<file path="config.mk">
export PLATFORM = sky130hd
export DESIGN_NAME = cmdring_engine
export DESIGN_NICKNAME = d
export VERILOG_FILES = /design/src/rtl/cmdring_pkg.sv /design/src/rtl/cmdring_regs.sv /design/src/rtl/cmdring_rptr.sv /design/src/rtl/cmdring_fsm.sv /design/src/rtl/cmdring_engine.sv
export SDC_FILE = /design/constraint.sdc
export NUM_CORES = 1
export LEC_CHECK = 0
export ABC_CLOCK_PERIOD_IN_PS = 2600
export CORE_ASPECT_RATIO = 0.5
export CORE_MARGIN = 2
export CORE_UTILIZATION = 45
export DETAILED_ROUTE_END_ITERATION = 8
export PLACE_DENSITY_LB_ADDON = 0.05
export SLEW_MARGIN = 15
export SYNTH_ARGS = -nofsm -noshare
export SYNTH_HDL_FRONTEND = slang
export SYNTH_SLANG_ARGS = --single-unit
</file>
<file path="constraint.sdc">
create_clock -name clk -period 2.6 [get_ports clk]
set_clock_uncertainty 0.05 [all_clocks]
set_input_delay 0.26 -clock clk [delete_from_list [all_inputs] [get_ports clk]]
set_output_delay 0.26 -clock clk [all_outputs]
set_load 0.005 [all_outputs]
</file>
<file path="src/rtl/cmdring_pkg.sv">
package cmdring_pkg;

    localparam int IDX_W = 8;

    localparam logic [1:0] REG_CTRL = 2'd0;
    localparam logic [1:0] REG_SIZE = 2'd1;
    localparam logic [1:0] REG_RPTR = 2'd2;
    localparam logic [1:0] REG_WPTR = 2'd3;

    localparam int RUN_BIT = 0;
    localparam int CLR_BIT = 15;
    localparam int CAP_LSB = 4;

    typedef enum logic [1:0] {
        ST_IDLE = 2'd0,
        ST_WAIT = 2'd1,
        ST_SEND = 2'd2
    } fetch_state_t;

    function automatic logic [IDX_W-1:0] size_mask(input logic [1:0] code);
        logic [IDX_W-1:0] m;
        unique case (code)
            2'd0:    m = IDX_W'(1);
            2'd1:    m = IDX_W'(15);
            2'd2:    m = IDX_W'(255);
            default: m = IDX_W'(1);
        endcase
        return m;
    endfunction

    function automatic logic code_allowed(input logic [2:0] cap, input logic [1:0] code);
        logic ok;
        unique case (code)
            2'd0:    ok = cap[0];
            2'd1:    ok = cap[1];
            2'd2:    ok = cap[2];
            default: ok = 1'b0;
        endcase
        return ok;
    endfunction

endpackage

</file>
<file path="src/rtl/cmdring_regs.sv">
module cmdring_regs
    import cmdring_pkg::*;
#(
    parameter logic [2:0] CAP_MASK = 3'b111,
    parameter int         DATA_W   = 32
) (
    input  logic              clk,
    input  logic              rst_n,
    input  logic              reg_we,
    input  logic [1:0]        reg_addr,
    input  logic [DATA_W-1:0] reg_wdata,
    input  logic [IDX_W-1:0]  rp,
    output logic              run,
    output logic [1:0]        size_sel,
    output logic              hold,
    output logic              rp_clr,
    output logic [IDX_W-1:0]  wp,
    output logic [IDX_W-1:0]  mask,
    output logic [DATA_W-1:0] reg_rdata
);

    logic run_q;
    logic hold_q;
    logic [1:0] sel_q;
    logic [IDX_W-1:0] wp_q;

    logic wr_ctrl, wr_size, wr_rptr, wr_wptr;
    logic size_take;
    logic wdata_unused;

    assign wr_ctrl = reg_we && (reg_addr == REG_CTRL);
    assign wr_size = reg_we && (reg_addr == REG_SIZE);
    assign wr_rptr = reg_we && (reg_addr == REG_RPTR);
    assign wr_wptr = reg_we && (reg_addr == REG_WPTR);

    assign size_take    = wr_size && !run_q && code_allowed(CAP_MASK, reg_wdata[1:0]);
    assign wdata_unused = ^reg_wdata;

    always_ff @(posedge clk or negedge rst_n) begin
        if (!rst_n) begin
            run_q  <= 1'b0;
            hold_q <= 1'b0;
            sel_q  <= 2'd0;
            wp_q   <= '0;
        end else begin
            if (wr_ctrl) begin
                run_q <= reg_wdata[RUN_BIT];
            end
            if (size_take) begin
                sel_q <= reg_wdata[1:0];
            end
            if (wr_rptr) begin
                hold_q <= reg_wdata[CLR_BIT];
            end
            if (wr_wptr) begin
                wp_q <= reg_wdata[IDX_W-1:0] & size_mask(sel_q);
            end
        end
    end

    assign run      = run_q;
    assign hold     = hold_q;
    assign size_sel = sel_q;
    assign wp       = wp_q;
    assign mask     = size_mask(sel_q);
    assign rp_clr   = hold_q || (wr_rptr && reg_wdata[CLR_BIT]);

    always_comb begin
        reg_rdata = '0;
        unique case (reg_addr)
            REG_CTRL: reg_rdata[RUN_BIT] = run_q;
            REG_SIZE: begin
                reg_rdata[1:0]             = sel_q;
                reg_rdata[CAP_LSB+2:CAP_LSB] = CAP_MASK;
            end
            REG_RPTR: begin
                reg_rdata[IDX_W-1:0] = rp;
                reg_rdata[CLR_BIT]   = hold_q;
            end
            REG_WPTR: reg_rdata[IDX_W-1:0] = wp_q;
            default:  reg_rdata = '0;
        endcase
    end

endmodule

</file>
<file path="src/rtl/cmdring_rptr.sv">
module cmdring_rptr
    import cmdring_pkg::*;
(
    input  logic             clk,
    input  logic             rst_n,
    input  logic             clr,
    input  logic             adv_en,
    input  logic [IDX_W-1:0] adv_idx,
    input  logic [IDX_W-1:0] mask,
    output logic [IDX_W-1:0] rp,
    output logic [IDX_W-1:0] nxt_idx
);

    logic [IDX_W-1:0] rp_q;

    always_ff @(posedge clk or negedge rst_n) begin
        if (!rst_n) begin
            rp_q <= '0;
        end else if (clr) begin
            rp_q <= '0;
        end else if (adv_en) begin
            rp_q <= adv_idx;
        end
    end

    assign rp      = rp_q;
    assign nxt_idx = (rp_q + IDX_W'(1)) & mask;

endmodule

</file>
<file path="src/rtl/cmdring_fsm.sv">
module cmdring_fsm
    import cmdring_pkg::*;
#(
    parameter int DATA_W = 32
) (
    input  logic              clk,
    input  logic              rst_n,
    input  logic              run,
    input  logic              hold,
    input  logic              pending,
    input  logic [IDX_W-1:0]  nxt_idx,
    input  logic [DATA_W-1:0] mem_rdata,
    input  logic              cmd_ready,
    output logic              mem_rd_en,
    output logic [IDX_W-1:0]  mem_addr,
    output logic              cmd_valid,
    output logic [DATA_W-1:0] cmd_data,
    output logic              adv_en,
    output logic [IDX_W-1:0]  adv_idx
);

    fetch_state_t state_q, state_d;
    logic [IDX_W-1:0]  idx_q;
    logic [DATA_W-1:0] data_q;
    logic start;

    assign start = run && !hold && pending;

    always_comb begin
        state_d = state_q;
        unique case (state_q)
            ST_IDLE: if (start) state_d = ST_WAIT;
            ST_WAIT: state_d = ST_SEND;
            ST_SEND: if (cmd_ready) state_d = ST_IDLE;
            default: state_d = ST_IDLE;
        endcase
    end

    always_ff @(posedge clk or negedge rst_n) begin
        if (!rst_n) begin
            state_q <= ST_IDLE;
            idx_q   <= '0;
            data_q  <= '0;
        end else begin
            state_q <= state_d;
            if (state_q == ST_IDLE && start) begin
                idx_q <= nxt_idx;
            end
            if (state_q == ST_WAIT) begin
                data_q <= mem_rdata;
            end
        end
    end

    always_comb begin
        mem_rd_en = 1'b0;
        cmd_valid = 1'b0;
        adv_en    = 1'b0;
        unique case (state_q)
            ST_IDLE: mem_rd_en = start;
            ST_WAIT: ;
            ST_SEND: begin
                cmd_valid = 1'b1;
                adv_en    = cmd_ready;
            end
            default: ;
        endcase
    end

    assign mem_addr = nxt_idx;
    assign cmd_data = data_q;
    assign adv_idx  = idx_q;

endmodule

</file>
<file path="src/rtl/cmdring_engine.sv">
module cmdring_engine
    import cmdring_pkg::*;
#(
    parameter logic [2:0] CAP_MASK = 3'b111,
    parameter int         DATA_W   = 32
) (
    input  logic              clk,
    input  logic              rst_n,
    input  logic              reg_we,
    input  logic [1:0]        reg_addr,
    input  logic [DATA_W-1:0] reg_wdata,
    output logic [DATA_W-1:0] reg_rdata,
    output logic              mem_rd_en,
    output logic [IDX_W-1:0]  mem_addr,
    input  logic [DATA_W-1:0] mem_rdata,
    output logic              cmd_valid,
    input  logic              cmd_ready,
    output logic [DATA_W-1:0] cmd_data
);

    logic run, hold, rp_clr;
    logic [1:0] size_sel;
    logic [IDX_W-1:0] wp, rp, mask, nxt_idx, adv_idx;
    logic adv_en;
    logic pending;

    assign pending = (rp != wp);

    cmdring_regs #(.CAP_MASK(CAP_MASK), .DATA_W(DATA_W)) u_regs (
        .clk       (clk),
        .rst_n     (rst_n),
        .reg_we    (reg_we),
        .reg_addr  (reg_addr),
        .reg_wdata (reg_wdata),
        .rp        (rp),
        .run       (run),
        .size_sel  (size_sel),
        .hold      (hold),
        .rp_clr    (rp_clr),
        .wp        (wp),
        .mask      (mask),
        .reg_rdata (reg_rdata)
    );

    cmdring_rptr u_rptr (
        .clk     (clk),
        .rst_n   (rst_n),
        .clr     (rp_clr),
        .adv_en  (adv_en),
        .adv_idx (adv_idx),
        .mask    (mask),
        .rp      (rp),
        .nxt_idx (nxt_idx)
    );

    cmdring_fsm #(.DATA_W(DATA_W)) u_fsm (
        .clk       (clk),
        .rst_n     (rst_n),
        .run       (run),
        .hold      (hold),
        .pending   (pending),
        .nxt_idx   (nxt_idx),
        .mem_rdata (mem_rdata),
        .cmd_ready (cmd_ready),
        .mem_rd_en (mem_rd_en),
        .mem_addr  (mem_addr),
        .cmd_valid (cmd_valid),
        .cmd_data  (cmd_data),
        .adv_en    (adv_en),
        .adv_idx   (adv_idx)
    );

endmodule

</file>
==> metrics.txt, run 1 <==
post-synth cell types=35; # IOs=144; Multi-input gate area=0.00133 mm2; Initial Util=0.463; R2R depth=5; met2 usage=0.304; GRT Resource Usage Total=0.197; Syn Inst Count=264; nets=437; grt ovf=0; final setup fails=0; CP required=2.29 ns; r2r startpoint=u_rptr.rp[5]; pin count of the biggest net entering global routing=63; maxcap violations=0; Mapped Avg Cell Area=11.7 um2; critical path's slowest cell=clkdlybuf4s50_1; Synth area leaders=dfrtp_1 50%, mux2_2 13%, buf_4 5.6%; Final TNS setup=0 ns; CP Launch Type=register; PD cells=978 mW/mm2; Yosys top cell by area=dfrtp_1; routed vias/inst=4.89; WS Path Type=reg2out; drt drc=0; met3 usage=0.107; crit path cell chain=ha_1 -> nand2_1 -> or3_1 -> a21oi_1 -> clkdlybuf4s50_1; Critical Path End Type=output pin; number of synthesized flops with an enable pin=0; Tmin final=2.45 ns; fmax=409 MHz; R2R Path End=u_fsm.adv_idx[0]; Clock transition at path regs=0.05 ns; Fin. Hold Viols=0; core area=0.00665 mm2; GPL Wtd Cong=0.745; asr flop ratio synth=1.00; predominant post-synthesis flop cell=dfrtp_1; Seq/Total Area, Yosys=0.504; Worst Hold Class=in2async; CTS tree=built; htree depth=3; crit path DAT=2.14 ns; VDD IR max=0.623 mV; CTS buffer count=9; fillers=523; port bufs=97; routed vias=2261; R2R Setup Slk=0.84 ns; Pleak=1.85 nW; slowest stage delay, CP=0.53 ns; crit share post-route=0.941; worst skew pair latency=0.33 ns; Sink Count=62; Area growth, synth to finish=41.9%; first-pass GRT wire length=11.4 mm; Antenna Cells=0; WL/cell=14.7 um; status=finished clean; # rows=21; met1 Use GR=0.235; DP HPWL=4.72 mm; RSZ-0062 raised after global routing=false; DR iter-0 viols=103; Slew @ Worst Pin=0.783 ns; area of the mapped netlist=0.00308 mm2; Power Total=0.00427 W; Die Wd=121 um; Die Y=62.5 um; Root Driver=clkbuf_16; drt total wl=6.78 mm; final core occ=0.657; register area=0.00155 mm2; Slew Viols, Final=0; Yosys warning total=0; Worst slew margin=0.478; drt pass-1 iters=4; die area=0.00755 mm2; worst setup path end=mem_addr[6]; share of the synthesized area in the top cell type=0.504; antenna viol nets, final=0; clock buffer depth=2; vias in the first global route=2333; share of cells above drive strength 1=0.214; initial antenna violation count=0; beginning of the critical path=u_rptr.rp[0]; busiest grt layer=met2; CP Max Fanout=6; Synth Register Bits=62
worst min path at each step:
| stage | startpoint | end | slack [ns] | cells after the start |
|---|---|---|---|---|
| 2_1_floorplan | rst_n | u_fsm.adv_idx[0] | -0.09 | 0 |
| 3_3_place_gp | rst_n | u_fsm.cmd_data[12] | 0.43 | 2 |
| 5_1_grt | rst_n | u_fsm.cmd_data[16] | 0.11 | 2 |
| 4_1_cts | rst_n | u_fsm.cmd_data[30] | 0.08 | 2 |
| 6_report | rst_n | u_fsm.cmd_data[16] | 0.04 | 2 |
| 3_5_place_dp | rst_n | u_fsm.cmd_data[30] | 0.43 | 2 |
cell usage after synthesis, types with 2 or more instances:
cell type	number
dfrtp_1	62
mux2_2	36
nand2_1	25
buf_4	23
a21oi_1	14
nand3_1	11
o21ai_0	11
inv_1	8
mux2_4	8
nor2_1	8
xnor2_1	6
clkbuf_1	5
nand2b_1	5
nor2b_1	5
a31oi_1	3
buf_2	3
buf_6	3
mux2i_1	3
or3_1	3
xnor2_2	3
ha_1	2
nand4_2	2
nor4_1	2
xor2_1	2
power by group:
group,switching (W),internal (W)
Clock,0.000403,0.000846
Combinational,0.000526,0.000978
Sequential,0.000215,0.00130
cells in the final DEF, fill, tap and decap left out, types with 2 or more instances in the layout:
master,synthesis,final
nor2b_1,5,5
xor2_1,2,2
nand3_1,11,11
mux2i_1,3,3
clkbuf_16,0,9
dfrtp_2,0,2
inv_1,8,8
o21ai_0,11,11
nor2_1,8,8
nor4_1,2,2
xnor2_2,3,3
buf_4,23,6
mux2_4,8,8
nand4_2,2,2
a31oi_1,3,3
nand2_1,25,25
a21oi_1,14,14
mux2_2,36,36
clkbuf_8,0,4
xnor2_1,6,6
ha_1,2,2
clkdlybuf4s50_1,0,96
conb_1,1,23
or3_1,3,3
dfrtp_1,62,60
nand2b_1,5,5
kinds of logic after synthesis:
kind of cell,after synthesis,share of synthesized area
xor gates and xnor gates,11,0.0386
and+or+nand+nor,65,0.112
DFF,62,0.504
muxes,48,0.188
adders and majority gates,2,0.00813
AOI/OAI and AO/OA,31,0.0578
other,1,0.00122
buffers and inverters,44,0.0903
cell type report:
cell class              count  share of cell area
inverters                   9             0.00774
clock inverters             2             0.00860
well taps                  92              0.0264
repair buffers            103               0.232
flip-flops and latches     62               0.356
multi-input cells         180               0.305
clock buffers              14              0.0651
worst max-delay path, delay by kind of cell (launching register included):
family	cells	cell delay, ns
DFF	1	0.42
AOI/OAI and AO/OA	1	0.20
buffers and inverters	1	0.53
adders and majority gates	1	0.22
and+or+nand+nor	2	0.43
registers in the layout (all words and copies together) (netlist names):
register and flops:
u_rptr.rp 8, u_regs.hold 1, u_fsm.adv_idx 8, u_regs.size_sel 2, u_regs.wp 8, u_fsm.state_q 2, u_fsm.cmd_data 32, u_regs.run 1
routing by layer:
metal / wire length (um) / up-vias / share of wire
met4: 96 / 0 / 0.014
li1: - / 1058 / -
met3: 723 / 13 / 0.11
met2: 3090 / 89 / 0.46
met5: 0 / - / 0
met1: 2870 / 1101 / 0.42
stage by stage:
stage               cells  setup WS (ns)  hold WS (ns)  instance area [um2]
finish                462          0.153        0.0435                 4370
detailed placement    446          0.421         0.432                 4040
global route          462        0.00195         0.112                 4370
floorplan             286           1.01       -0.0856                 3160
CTS                   462         0.0514        0.0799                 4360
global placement      446          0.418         0.428                 4040
repair_timing:
| action | in CTS | in global routing |
|---|---|---|
| endpoints found under the setup margin | 0 | 1 |
| endpoints found under the hold margin | 0 | 0 |
| resized for setup | 0 | 2 |
| setup buffers | 0 | 0 |
| hold buffers | 0 | 0 |
(Power assumes the default switching activity.)
==> run 2, diff against run 1 <==
CAP_MARGIN = 10   (was unset)
==> results of run 2 <==
The final DEF is identical to that of run 1; final timing and power are the same.
==> run 3, diff against run 2 <==
SLEW_MARGIN = unset   (was 15)
==> results of run 3 <==
The final DEF is identical to that of run 1; final timing and power are the same.
